File: src/rtl/adc_seq_pkg.sv
package adc_seq_pkg;

  // Strobes from the sequencing control to the result datapath
  typedef struct packed {
    logic latchRes;   // final converter tick of a conversion
  } seq_strobe_t;

  typedef enum logic {
    SEQ_IDLE = 1'b0,
    SEQ_RUN  = 1'b1
  } seq_state_t;

endpackage

File: src/rtl/adc_seq_clkgen.sv
module adc_seq_clkgen #(
  parameter int MAX_LOG = 4,
  parameter int CODE_W  = 3
) (
  input  logic              clk,
  input  logic              rstN,
  input  logic              xtalEn,
  input  logic              srcSel,
  input  logic [CODE_W-1:0] divCode,
  output logic              convTick
);
  localparam int CNT_W = MAX_LOG;

  logic             srcTick;
  logic [CNT_W-1:0] preCnt;
  logic [CNT_W-1:0] divMask;
  logic [CODE_W-1:0] logDiv;

  assign srcTick = srcSel ? xtalEn : 1'b1;

  // Codes past the largest ratio fall back to that largest ratio
  always_comb begin
    if (32'(divCode) > MAX_LOG) logDiv = CODE_W'(MAX_LOG);
    else                        logDiv = divCode;
    divMask = (CNT_W'(1) << logDiv) - CNT_W'(1);
  end

  assign convTick = srcTick && ((preCnt & divMask) == divMask);

  // The prescaler runs freely and a conversion start does not clear it
  always_ff @(posedge clk) begin
    if (!rstN)        preCnt <= '0;
    else if (srcTick) preCnt <= preCnt + CNT_W'(1);
  end
endmodule

File: src/rtl/adc_seq_ctrl.sv
module adc_seq_ctrl
  import adc_seq_pkg::*;
#(
  parameter int CONV_TICKS = 17
) (
  input  logic        clk,
  input  logic        rstN,
  input  logic        convTick,
  input  logic        ctlWr,
  input  logic        ctlCont,
  output logic        convBusy,
  output seq_strobe_t strb
);
  localparam int CNT_W = $clog2(CONV_TICKS);
  localparam logic [CNT_W-1:0] LAST_IDX = CNT_W'(CONV_TICKS - 1);

  seq_state_t       state;
  logic [CNT_W-1:0] tickCnt;
  logic             contMode;

  assign convBusy = (state == SEQ_RUN);

  // A write in the same cycle wins over the final tick
  always_comb begin
    strb          = '0;
    strb.latchRes = convBusy && convTick && (tickCnt == LAST_IDX) && !ctlWr;
  end

  always_ff @(posedge clk) begin
    if (!rstN) begin
      state    <= SEQ_IDLE;
      tickCnt  <= '0;
      contMode <= 1'b0;
    end else if (ctlWr) begin
      state    <= SEQ_RUN;
      tickCnt  <= '0;
      contMode <= ctlCont;
    end else if (convBusy && convTick) begin
      if (tickCnt == LAST_IDX) begin
        tickCnt <= '0;
        state   <= contMode ? SEQ_RUN : SEQ_IDLE;
      end else begin
        tickCnt <= tickCnt + CNT_W'(1);
      end
    end
  end
endmodule

File: src/rtl/adc_seq_dpath.sv
module adc_seq_dpath
  import adc_seq_pkg::*;
#(
  parameter int IN_W  = 10,
  parameter int RES_W = 8
) (
  input  logic                   clk,
  input  logic                   rstN,
  input  seq_strobe_t            strb,
  input  logic                   resRd,
  input  logic signed [IN_W-1:0] anaIn,
  output logic [RES_W-1:0]       resData,
  output logic                   doneFlag
);
  localparam logic signed [IN_W:0] FULL_SCALE = (IN_W+1)'((1 << RES_W) - 1);

  logic signed [IN_W:0] inExt;
  logic [RES_W-1:0]     satCode;

  assign inExt = {anaIn[IN_W-1], anaIn};

  always_comb begin
    if (inExt <= 0)                satCode = '0;
    else if (inExt >= FULL_SCALE)  satCode = '1;
    else                           satCode = inExt[RES_W-1:0];
  end

  always_ff @(posedge clk) begin
    if (!rstN) begin
      resData  <= '0;
      doneFlag <= 1'b0;
    end else begin
      if (strb.latchRes) resData <= satCode;
      // Setting wins over a read on the same edge
      if (strb.latchRes) doneFlag <= 1'b1;
      else if (resRd)    doneFlag <= 1'b0;
    end
  end
endmodule

File: src/rtl/adc_seq_top.sv
module adc_seq_top
  import adc_seq_pkg::*;
#(
  parameter int IN_W       = 10,
  parameter int RES_W      = 8,
  parameter int CONV_TICKS = 17,
  parameter int MAX_LOG    = 4,
  parameter int CODE_W     = 3
) (
  input  logic                   clk,
  input  logic                   rstN,
  input  logic                   xtalEn,
  input  logic                   cfgSrcSel,
  input  logic [CODE_W-1:0]      cfgDiv,
  input  logic                   ctlWr,
  input  logic                   ctlCont,
  input  logic                   resRd,
  input  logic signed [IN_W-1:0] anaIn,
  output logic [RES_W-1:0]       resData,
  output logic                   doneFlag,
  output logic                   convBusy
);
  logic        convTick;
  seq_strobe_t strb;

  adc_seq_clkgen #(.MAX_LOG(MAX_LOG), .CODE_W(CODE_W)) u_clkgen (
    .clk(clk), .rstN(rstN), .xtalEn(xtalEn), .srcSel(cfgSrcSel),
    .divCode(cfgDiv), .convTick(convTick)
  );

  adc_seq_ctrl #(.CONV_TICKS(CONV_TICKS)) u_ctrl (
    .clk(clk), .rstN(rstN), .convTick(convTick), .ctlWr(ctlWr),
    .ctlCont(ctlCont), .convBusy(convBusy), .strb(strb)
  );

  adc_seq_dpath #(.IN_W(IN_W), .RES_W(RES_W)) u_dpath (
    .clk(clk), .rstN(rstN), .strb(strb), .resRd(resRd), .anaIn(anaIn),
    .resData(resData), .doneFlag(doneFlag)
  );
endmodule

File: config.mk
export PLATFORM = sky130hd
export DESIGN_NAME = adc_seq_top
export DESIGN_NICKNAME = d
export VERILOG_FILES = /design/src/rtl/adc_seq_pkg.sv /design/src/rtl/adc_seq_clkgen.sv /design/src/rtl/adc_seq_ctrl.sv /design/src/rtl/adc_seq_dpath.sv /design/src/rtl/adc_seq_top.sv
export SDC_FILE = /design/constraint.sdc
export NUM_CORES = 1
export LEC_CHECK = 0
export ABC_AREA = 1
export BUFFER_PORTS_ARGS = -buffer_cell sky130_fd_sc_hd__buf_2
export CAP_MARGIN = 20
export CORE_MARGIN = 4
export CORE_UTILIZATION = 47
export DETAILED_ROUTE_END_ITERATION = 10
export PLACE_DENSITY = 0.73
export SLEW_MARGIN = 20
export SYNTH_ARGS = -nofsm -noshare
export SYNTH_HDL_FRONTEND = slang
export SYNTH_HIERARCHICAL = 1
export SYNTH_SLANG_ARGS = --single-unit
File: constraint.sdc
create_clock -name clk -period 2.3 [get_ports clk]
set_input_delay 0.23 -clock clk [delete_from_list [all_inputs] [get_ports clk]]
set_output_delay 0.23 -clock clk [all_outputs]
set_load 0.05 [all_outputs]
# After elaboration in Yosys (flattened, before gate mapping)
# Index checks and enable logic that the tools add are counted.
# word_totals
reg_bits	20
input_bits	20
elab_cells	38
# classes
add_sub_neg	3
n_lt_le_gt_ge	3
eq_ne	2
n_shift	1
n_mux	11
n_bitwise	2
reduce_logical	10
# ops
operator	count
2-to-1 mux 8 bit	2
>= comparator 10 x 9 -> 1 bit, second input constant	1
less-or-equal comparator 10 x 1 -> 1 bit, second input constant	1
2-to-1 mux 1 bit	7
nonzero test 2 bit	3
adder 5 x 1 -> 5 bit, second input constant	1
equality test 5 bit, second input constant	1
2-to-1 mux 5 bit	1
adder 4 x 1 -> 4 bit, second input constant	1
AND 4 bit	1
equality test 4 bit	1
logical AND 1 bit	4
left shift 1 x 3 -> 4 bit, first input constant	1
subtractor 4 x 2 -> 4 bit, second input constant	1
> comparator 3 bit, second input constant	1
2-to-1 mux 3 bit	1
AND reduction 2 bit	1
OR reduction 2 bit	1
zero test 1 bit	1
NOT 1 bit	1

# Logic depth before layout (Yosys ltp)
# Gate-level depths: netlist of the first run.
# depth
word_depth	11
depth_mapped	14
depth_no_buf	14

# Hierarchy
# Netlist of the first run, hierarchy kept.
# modules_own_cells
mod	instances	cells_per_inst	area_per_inst_um2	seq_area_each_um2
adc_seq_dpath	1	71	441.7	180.2
adc_seq_ctrl	1	49	361.6	140.1
adc_seq_clkgen	1	38	245.2	80.1

# Worst setup path before layout of the first run
# Ideal clock, no wire load.
# synth_path
kind	reg-to-reg
startpoint	register u_clkgen.preCnt[1]
endpoint	register u_dpath.resData[0]
setup_time_ns	0.072
t_arrival_ns	1.671
required_time_ns	2.228
path_slack_ns	0.557
path_stages_with_launch	15
period_less_slack_ns	1.743
path_cell_list	dfxtp_1 nand2_1 clkinv_2 nand2_1 nand2_1 nor2_1 nor2_1 nand2_2 inv_1 nand4_1 nor2_1 nand2_1 nor2_2 nand2_1 a21oi_1
# synth_between
elab_chain_len	6
# synth_rtl
element	line	source
start: declaration	adc_seq_clkgen.sv:15	logic [CNT_W-1:0] preCnt;
start signal: assignment	adc_seq_clkgen.sv:33	else if (srcTick) preCnt <= preCnt + CNT_W'(1);
AND 4 bit	adc_seq_clkgen.sv:28	assign convTick = srcTick && ((preCnt & divMask) == divMask);
equality test 4 bit	adc_seq_clkgen.sv:28	
logical AND 1 bit	adc_seq_clkgen.sv:28	
named net convTick	adc_seq_top.sv:23	logic convTick;
logical AND 1 bit (3 in series)	adc_seq_ctrl.sv:26	strb.latchRes = convBusy && convTick && (tickCnt == LAST_IDX) && !ctlWr;
named net strb	adc_seq_top.sv:24	seq_strobe_t strb;
end signal: assignment	adc_seq_dpath.sv:33	if (strb.latchRes) resData <= satCode;
end: declaration	adc_seq_dpath.sv:12	output logic [RES_W-1:0] resData,
# The timed path passes the listed nets, and every way through them passes these cells.
# A chain may end at the register's enable or synchronous reset.

# Final worst setup path of the first run
# layout_path
startpoint	register u_clkgen.preCnt[1]
endpoint	register u_dpath.resData[7]
# Same word-level chain as after synthesis.

==> results.txt, run 1 <==
The run finished with clean final reports. The global-route usage over all layers is 16.6%. The weighted congestion reported at the end of routability-driven placement is approximately 0.78. The total clock sinks came out at 20. The leakage power came out at roughly 0.63 nW. The post-synthesis cell area is between 0.001 and 0.0015 mm². The endpoint type of the worst setup path is a register. The number of nets in the layout is between 200 and 250. The count of fill cells added during filler insertion is roughly 200. The number of hold-repair buffers added at the cts stage is 0.

In the synthesized netlist the async set-or-reset flop fraction comes to 0%. IR analysis of the VDD net gives a maximum drop of ~0.00072 V. Across the run, the number of max-cap violations was 0.

The layout overhead on the synthesized area came out at 22.1%. After clock tree synthesis, the repair step resized 0 gates. The path class of the tightest hold or removal check is input port to register. The count of vias placed by the detailed router is ~1100. The count of final hold-check violations came out at 0. The detailed router's first-iteration violation count came out at 14. The port buffer count came out at 29. The arrival time at the worst endpoint came out at between 2 and 2.5 ns. Dividing the detail-routed via count by the number of cells gives 4.82.

The category of the critical setup timing path is register to register. The wire-length estimate of the detail-placed layout is 1960 µm. The count of cell types in the netlist is 22. The placement-stage worst setup slack is roughly 0.32 ns. The count of unresolved DRC violations after routing is 0. The initial antenna violation count is 0.

The sequential area share after synthesis came out at 38.2%. The number of instances in the synthesized netlist is approximately 160. In the layout the commonest cells are sky130_fd_sc_hd__nand2_1 (46), sky130_fd_sc_hd__buf_2 (29), sky130_fd_sc_hd__inv_1 (23).

The number of enable flip-flop cells after synthesis is 0. The initial utilization of the core area, before any placement, comes to between 50% and 60%. The floorplan row count came out at 16. Setup repair after global routing left no endpoint under its margin. The via count of the first global-routing pass came out at 1024. The kind of start point of the critical path is a register. The library cell used most frequently in the layout, excluding fill and tap cells, is sky130_fd_sc_hd__nand2_1. For this run, the detailed router's first-pass iteration total came to 4. The largest net degree at the start of global routing is 13. The worst path required time is 2.55 ns.

After routing, the total negative slack on setup checks comes to 0 ns. Setup slack on the critical path of the routed design comes to just under 0.3 ns. The die footprint came out at just over 0.003 mm². After detailed placement, the total cell area comes to between 0.001 and 0.0015 mm². Headroom to the max-slew limit came out at between 80% and 90%. The number of nets produced by synthesis is between 150 and 200. Timing would allow up to 499 MHz. Synthesis inferred 20 register bits. The I/O pin count is 30. The final number of setup-violating endpoints came out at 0. The maximum fanout along the worst path came out at 8. The final period demand of the worst path came out at 2.01 ns. The core region area is just over 0.002 mm². No sink is reached through more buffers than the 2 on the longest clock path. The CTS tree is built. The floorplan step set the die width to 55.2 µm. The tree is rooted in a sky130_fd_sc_hd__clkbuf_4.

A synthesized cell averages ~6.6 µm². Among all flip-flop cells after synthesis, the most frequent one is sky130_fd_sc_hd__dfxtp_1. Cells fill a little over three fifths of the core in the end. The count of inserted antenna diode cells came out at 0.

The number of CTS-inserted buffers is 3. The number of non-filler instances in the completed layout came out at 218. The number of levels the H-tree was split into came out at 1. The power per cell area came out at approximately 570 mW/mm². The number of pins with negative max-slew slack in the final report is 0. The die boundary height came out at between 50 and 60 µm. The Yosys warning count came out at 6.

The number of buffers inserted to repair setup after CTS is 0. The post-detailed-routing wire length came out at 2380 µm. The wire length of the first global-routing pass came out at ~4200 µm.

The insertion delay of the later-clocked pin in the worst-skew pair came out at roughly 0.31 ns. The post-route netlist has 25.1% of its cells at a drive strength greater than 1. The aggregate global routing overflow is 0. The actual slew at the worst max-slew pin is between 0.2 and 0.3 ns. The clock tree skew after final layout is around 0.0083 ns. The post-route cell area is 0.00128 mm². Including well taps, the total number of placed cells is 214. The portion of the clock cycle consumed by the worst path in the final layout is between 80% and 90%.

The detailed-route wire length per cell is between 10 and 15 µm. The CTS clock-pin slew for the worst setup and hold paths is roughly 0.12 ns. The remaining number of nets flagged by the antenna check after routing is 0.
kinds of logic after synthesis:
family | count (synthesis) | share of synthesized area, %
xor+xnor | 1 | 0.835
compound gates | 20 | 10.0
flops | 20 | 38.2
fa+ha+maj | 3 | 3.58
buf+inv | 29 | 10.5
simple gates | 85 | 36.9
power breakdown:
group	switching (mW)	internal (mW)	total (mW)	leakage, nW
registers	0.00697	0.354	0.361	0.162
logic	0.0495	0.0311	0.0807	0.444
clock network	0.112	0.176	0.289	0.0279
total	0.169	0.561	0.730	0.634
final timing paths:
check,startpoint,end,slack [ns],cells after the start
worst min register to register,u_dpath/resData[0],u_dpath/resData[0],0.47,2
worst max-delay path,u_clkgen/preCnt[1],u_dpath/resData[7],0.29,14
worst max register to register,u_clkgen/preCnt[1],u_dpath/resData[7],0.29,14
worst min-delay path,ctlCont,u_ctrl/contMode,0.16,3
per-stage QoR:
step                hold slack [ns]  power, mW
global placement              0.448      0.443
global route                  0.166      0.760
CTS                           0.150      0.736
floorplan                     0.328      0.415
detailed placement            0.455      0.449
finish                        0.156      0.730
per-layer routing:
metal  routed length [µm]  global-route usage (%)  part of all wire [%]
met2                 1250                    31.8                    53
met4                   14                    4.17                  0.59
met5                    0                       0                     0
met3                  116                    5.59                   4.9
met1                  999                    17.0                    42
flip-flops by register name (all words and copies together) (netlist names):
name,count
u_dpath/doneFlag,1
u_ctrl/convBusy,1
u_dpath/resData,8
u_ctrl/tickCnt,5
u_ctrl/contMode,1
u_clkgen/preCnt,4
area by class of cell:
| cell class | count | area (µm²) | share of cell area, % |
|---|---|---|---|
| multi-input cells | 109 | 538 | 42.0 |
| flip-flops and latches | 20 | 400 | 31.3 |
| repair buffers | 29 | 145 | 11.3 |
| inverters | 29 | 110 | 8.60 |
| well taps | 27 | 33.8 | 2.64 |
| clock inverters | 1 | 30.0 | 2.35 |
| clock buffers | 3 | 22.5 | 1.76 |
Yosys cell counts, types with 2 or more instances:
cell type | number | area (µm²)
sky130_fd_sc_hd__nand2_1 | 46 | 173
sky130_fd_sc_hd__inv_1 | 23 | 86.3
sky130_fd_sc_hd__nand2_4 | 2 | 22.5
sky130_fd_sc_hd__dfxtp_1 | 20 | 400
sky130_fd_sc_hd__inv_2 | 4 | 15.0
sky130_fd_sc_hd__ha_1 | 3 | 37.5
sky130_fd_sc_hd__nor2_2 | 2 | 12.5
sky130_fd_sc_hd__nand3_1 | 3 | 15.0
sky130_fd_sc_hd__nand2_2 | 3 | 18.8
sky130_fd_sc_hd__a21oi_1 | 12 | 60.1
sky130_fd_sc_hd__o21ai_0 | 5 | 25.0
sky130_fd_sc_hd__nor2_1 | 20 | 75.1
sky130_fd_sc_hd__nand3_2 | 2 | 20.0
sky130_fd_sc_hd__nand4_1 | 5 | 31.3
worst max-delay path, cell delays in order (launching register included):
cell                       delay (ns)
sky130_fd_sc_hd__dfxtp_1         0.39
sky130_fd_sc_hd__nand2_1         0.09
sky130_fd_sc_hd__clkinv_2        0.07
sky130_fd_sc_hd__nand2_1         0.05
sky130_fd_sc_hd__nand2_1         0.05
sky130_fd_sc_hd__nor2_1          0.04
sky130_fd_sc_hd__nor2_1          0.16
sky130_fd_sc_hd__nand2_2         0.12
sky130_fd_sc_hd__inv_1           0.09
sky130_fd_sc_hd__nand4_1         0.12
sky130_fd_sc_hd__nor2_1          0.19
sky130_fd_sc_hd__nand2_1         0.09
sky130_fd_sc_hd__nor2_2          0.26
sky130_fd_sc_hd__nand2_1         0.11
sky130_fd_sc_hd__a21oi_1         0.12
Note: power is estimated with default switching activity, not from simulation.
==> run 2, diff against run 1 <==
Settings changed: GPL_TIMING_DRIVEN set to 0.
==> results.txt, run 2 (same netlist as run 1, synthesis figures left out) <==
The count of inserted antenna diode cells is 0 (unchanged). The die boundary height is 55.2 µm (unchanged). The number of levels the H-tree was split into came out at 1 (unchanged).

The remaining number of nets flagged by the antenna check after routing is 0 (unchanged). The count of fill cells added during filler insertion is 227 (+15%). The overall die width is 55.2 µm (unchanged).

The clock tree skew after final layout is 0.00355 ns (-0.00478 ns). The total clock sinks is 20 (unchanged). The average via count per standard cell is 4.77 (-0.97%).

The relative slew slack is 83.0% (+1.5 points). The type of the worst min-delay path is input port to register. The post-detailed-routing wire length is 2080 µm (-13%). The die footprint is 0.00305 mm² (unchanged).

TritonCTS built the clock tree. Compared with the post-synthesis result, the final layout area differs by 19.7%. The number of non-filler instances in the completed layout came out at 217 (-0.46%). The share of power burned in the clock network is 26.6% (-13 points). The instance count after placement with tap cells included is 214 (unchanged). The worst setup path is captured at a register. The area after detailed placement came out at 0.00123 mm² (unchanged).

The length of routed wiring on met1 came out at 901 µm (-9.8%). The post-route cell area came out at 0.00125 mm² (-2.0%). The leakage power came to 0.620 nW (-2.2%). The highest layer used for signal routing is met4.

The category of the critical setup timing path is register to register. The port buffer count was 29 (unchanged). The number of flip-flops under the largest register name is 8 (unchanged). The library cells used most frequently in the layout, excluding fill and tap cells, are sky130_fd_sc_hd__nand2_1 (46), sky130_fd_sc_hd__buf_2 (29), sky130_fd_sc_hd__inv_1 (23).

The highest clock frequency the design can meet is 502 MHz (+0.62%). The floorplan row count was 16 (unchanged). The root buffer cell chosen for the clock tree is sky130_fd_sc_hd__clkbuf_4. The switching share of power came out at 25.3% (+2.2 points).

The actual slew at the worst max-slew pin is 0.257 ns (-0.0199 ns). The total length of routed met3 wires is 103 µm (-11%). The maximum fanout along the worst path came out at 8 (unchanged). The largest net degree at the start of global routing came out at 11 (-2).

The number of detailed-routing iterations run before antenna repair is 4 (unchanged). The worst path required time came to 2.52 ns (-0.03 ns). The number of hold-repair buffers added at the cts stage is 0 (unchanged).

Setup repair after global routing left no endpoint under its margin. The final number of setup-violating endpoints came out at 0 (unchanged). The core region area is 0.00204 mm² (unchanged). The number of nets in the layout was 215 (unchanged). The sequential cell fraction of total power came out at 60.5% (+11 points). The wire length of the first global-routing pass came to 3720 µm (-11%).

The detailed-route wire length per cell is 9.58 µm (-12%). The amount of wire on met2 after detailed routing came to 1060 µm (-16%). The count of vias placed by the detailed router is 1036 (-1.4%). The initial antenna violation count is 0 (unchanged). Ranked by flip-flop count, first place goes to u_dpath/resData.

The global-route usage over all layers was 14.5% (-2.1 points). The fraction of final layout cells with drive strength greater than 1 was 24.7% (-0.39 points). The smallest hold slack came out at 0.181 ns (+0.0246 ns). The final period demand of the worst path came out at 1.99 ns (-0.0123 ns). STA classifies the critical path startpoint as a register. The setup slack of the most critical reg-to-reg path came out at 0.31 ns (about the same).

The share of power burned in combinational logic is 12.9% (+1.9 points). The post-layout utilization of the core was 61.5% (-1.2 points). The maximum number of buffers from clock root to sink is 2 (unchanged). The run finished with clean final reports. The count of final hold-check violations is 0 (unchanged). The internal power is 0.445 mW (-21%). The largest registers in the layout are u_dpath/resData (8), u_ctrl/tickCnt (5), u_clkgen/preCnt (4). The via count of the first global-routing pass came out at 970 (-5.3%).

The insertion delay of the later-clocked pin in the worst-skew pair was 0.29 ns (-0.02 ns). The number of pins with negative max-slew slack in the final report is 0 (unchanged). The initial standard-cell utilization of the core is 51.3% (unchanged). The count of unresolved DRC violations after routing came to 0 (unchanged).

The detailed router's first-iteration violation count came out at 10 (-4). The aggregate global routing overflow came out at 0 (unchanged). The max-cap violation count came to 0 (unchanged).

The worst IR drop on VDD came out at 0.000253 V (-65%). The arrival time at the worst endpoint came to 2.21 ns (-0.04 ns). The portion of the clock cycle consumed by the worst path in the final layout came out at 86.6% (-0.53 points).

The power per cell area came out at 475 mW/mm² (-17%). The CTS clock-pin slew for the worst setup and hold paths is 0.11 ns (about the same). Leaving out fill and tap cells, the most frequent cell in the layout is sky130_fd_sc_hd__nand2_1. The post-route setup TNS is 0 ns (unchanged). The number of CTS-inserted buffers came out at 3 (unchanged). The detailed-placement wirelength estimate came out at 1730 µm (-12%). The weighted congestion reported at the end of routability-driven placement came out at 0.804 (+3.4%).

The reported net switching power is 0.151 mW (-10%). The I/O pin count is 30 (unchanged).
run 2: cell types whose count changed in the layout (fill, tap and decap cells not counted), sizes merged:
cell    change
bufinv      -1
run 2: path summary, 6_finish.rpt:
path              cells after the start               start            endpoint
setup / recovery                     11  u_clkgen/preCnt[1]  u_dpath/resData[0]
hold / removal                        3             ctlCont     u_ctrl/contMode
setup reg to reg                     11  u_clkgen/preCnt[1]  u_dpath/resData[0]
hold reg to reg                       2  u_dpath/resData[6]  u_dpath/resData[6]
run 2: layout make-up:
| cell class | instances | area (µm²) | share of cell area, % |
|---|---|---|---|
| Clock buffer | 3 | 22.5 | 1.79 |
| Inverter | 29 | 110 | 8.77 |
| Multi-Input combinational cell | 109 | 543 | 43.3 |
| Sequential cell | 20 | 400 | 31.9 |
| Tap cell | 27 | 33.8 | 2.69 |
| Timing Repair Buffer | 29 | 145 | 11.6 |
run 2: critical path, stage by stage, from the launching register on:
cell and delay [ns]:
sky130_fd_sc_hd__dfxtp_1 0.39, sky130_fd_sc_hd__nor3b_1 0.23, sky130_fd_sc_hd__nor2_1 0.07, sky130_fd_sc_hd__nor2_1 0.17, sky130_fd_sc_hd__nand2_2 0.13, sky130_fd_sc_hd__inv_1 0.09
sky130_fd_sc_hd__nand4_1 0.12, sky130_fd_sc_hd__nor2_1 0.19, sky130_fd_sc_hd__nand2_1 0.12, sky130_fd_sc_hd__nor2_4 0.19, sky130_fd_sc_hd__nand2_1 0.07, sky130_fd_sc_hd__a21oi_1 0.12
run 2: per-layer routing:
metal / track usage, % / vias up
li1: - / 553
met1: 15.9 / 464
met2: 27.0 / 17
met3: 3.26 / 2
met4: 5.21 / 0
met5: 0 / -
run 2: what timing repair did:
item,4_1_cts,5_1_grt
gates resized for setup,0,1
endpoints found under the setup margin,0,5
buffers inserted,0,0
run 2: power groups by stage:
| stage | clock network, mW | registers, mW | logic (mW) |
|---|---|---|---|
| 6_report | 0.159 | 0.361 | 0.0771 |
| 5_1_grt | 0.181 | 0.362 | 0.0888 |
| 4_1_cts | 0.166 | 0.361 | 0.0779 |
| 3_5_place_dp | 0 | 0.369 | 0.0777 |
| 3_3_place_gp | 0 | 0.368 | 0.0751 |
| 2_1_floorplan | 0 | 0.371 | 0.0439 |
run 2: metrics by stage:
stage	setup slack, ns	total power [mW]
6_report	0.307	0.597
5_1_grt	0.0653	0.631
4_1_cts	0.223	0.605
3_5_place_dp	0.258	0.447
3_3_place_gp	0.321	0.443
2_1_floorplan	0.557	0.415
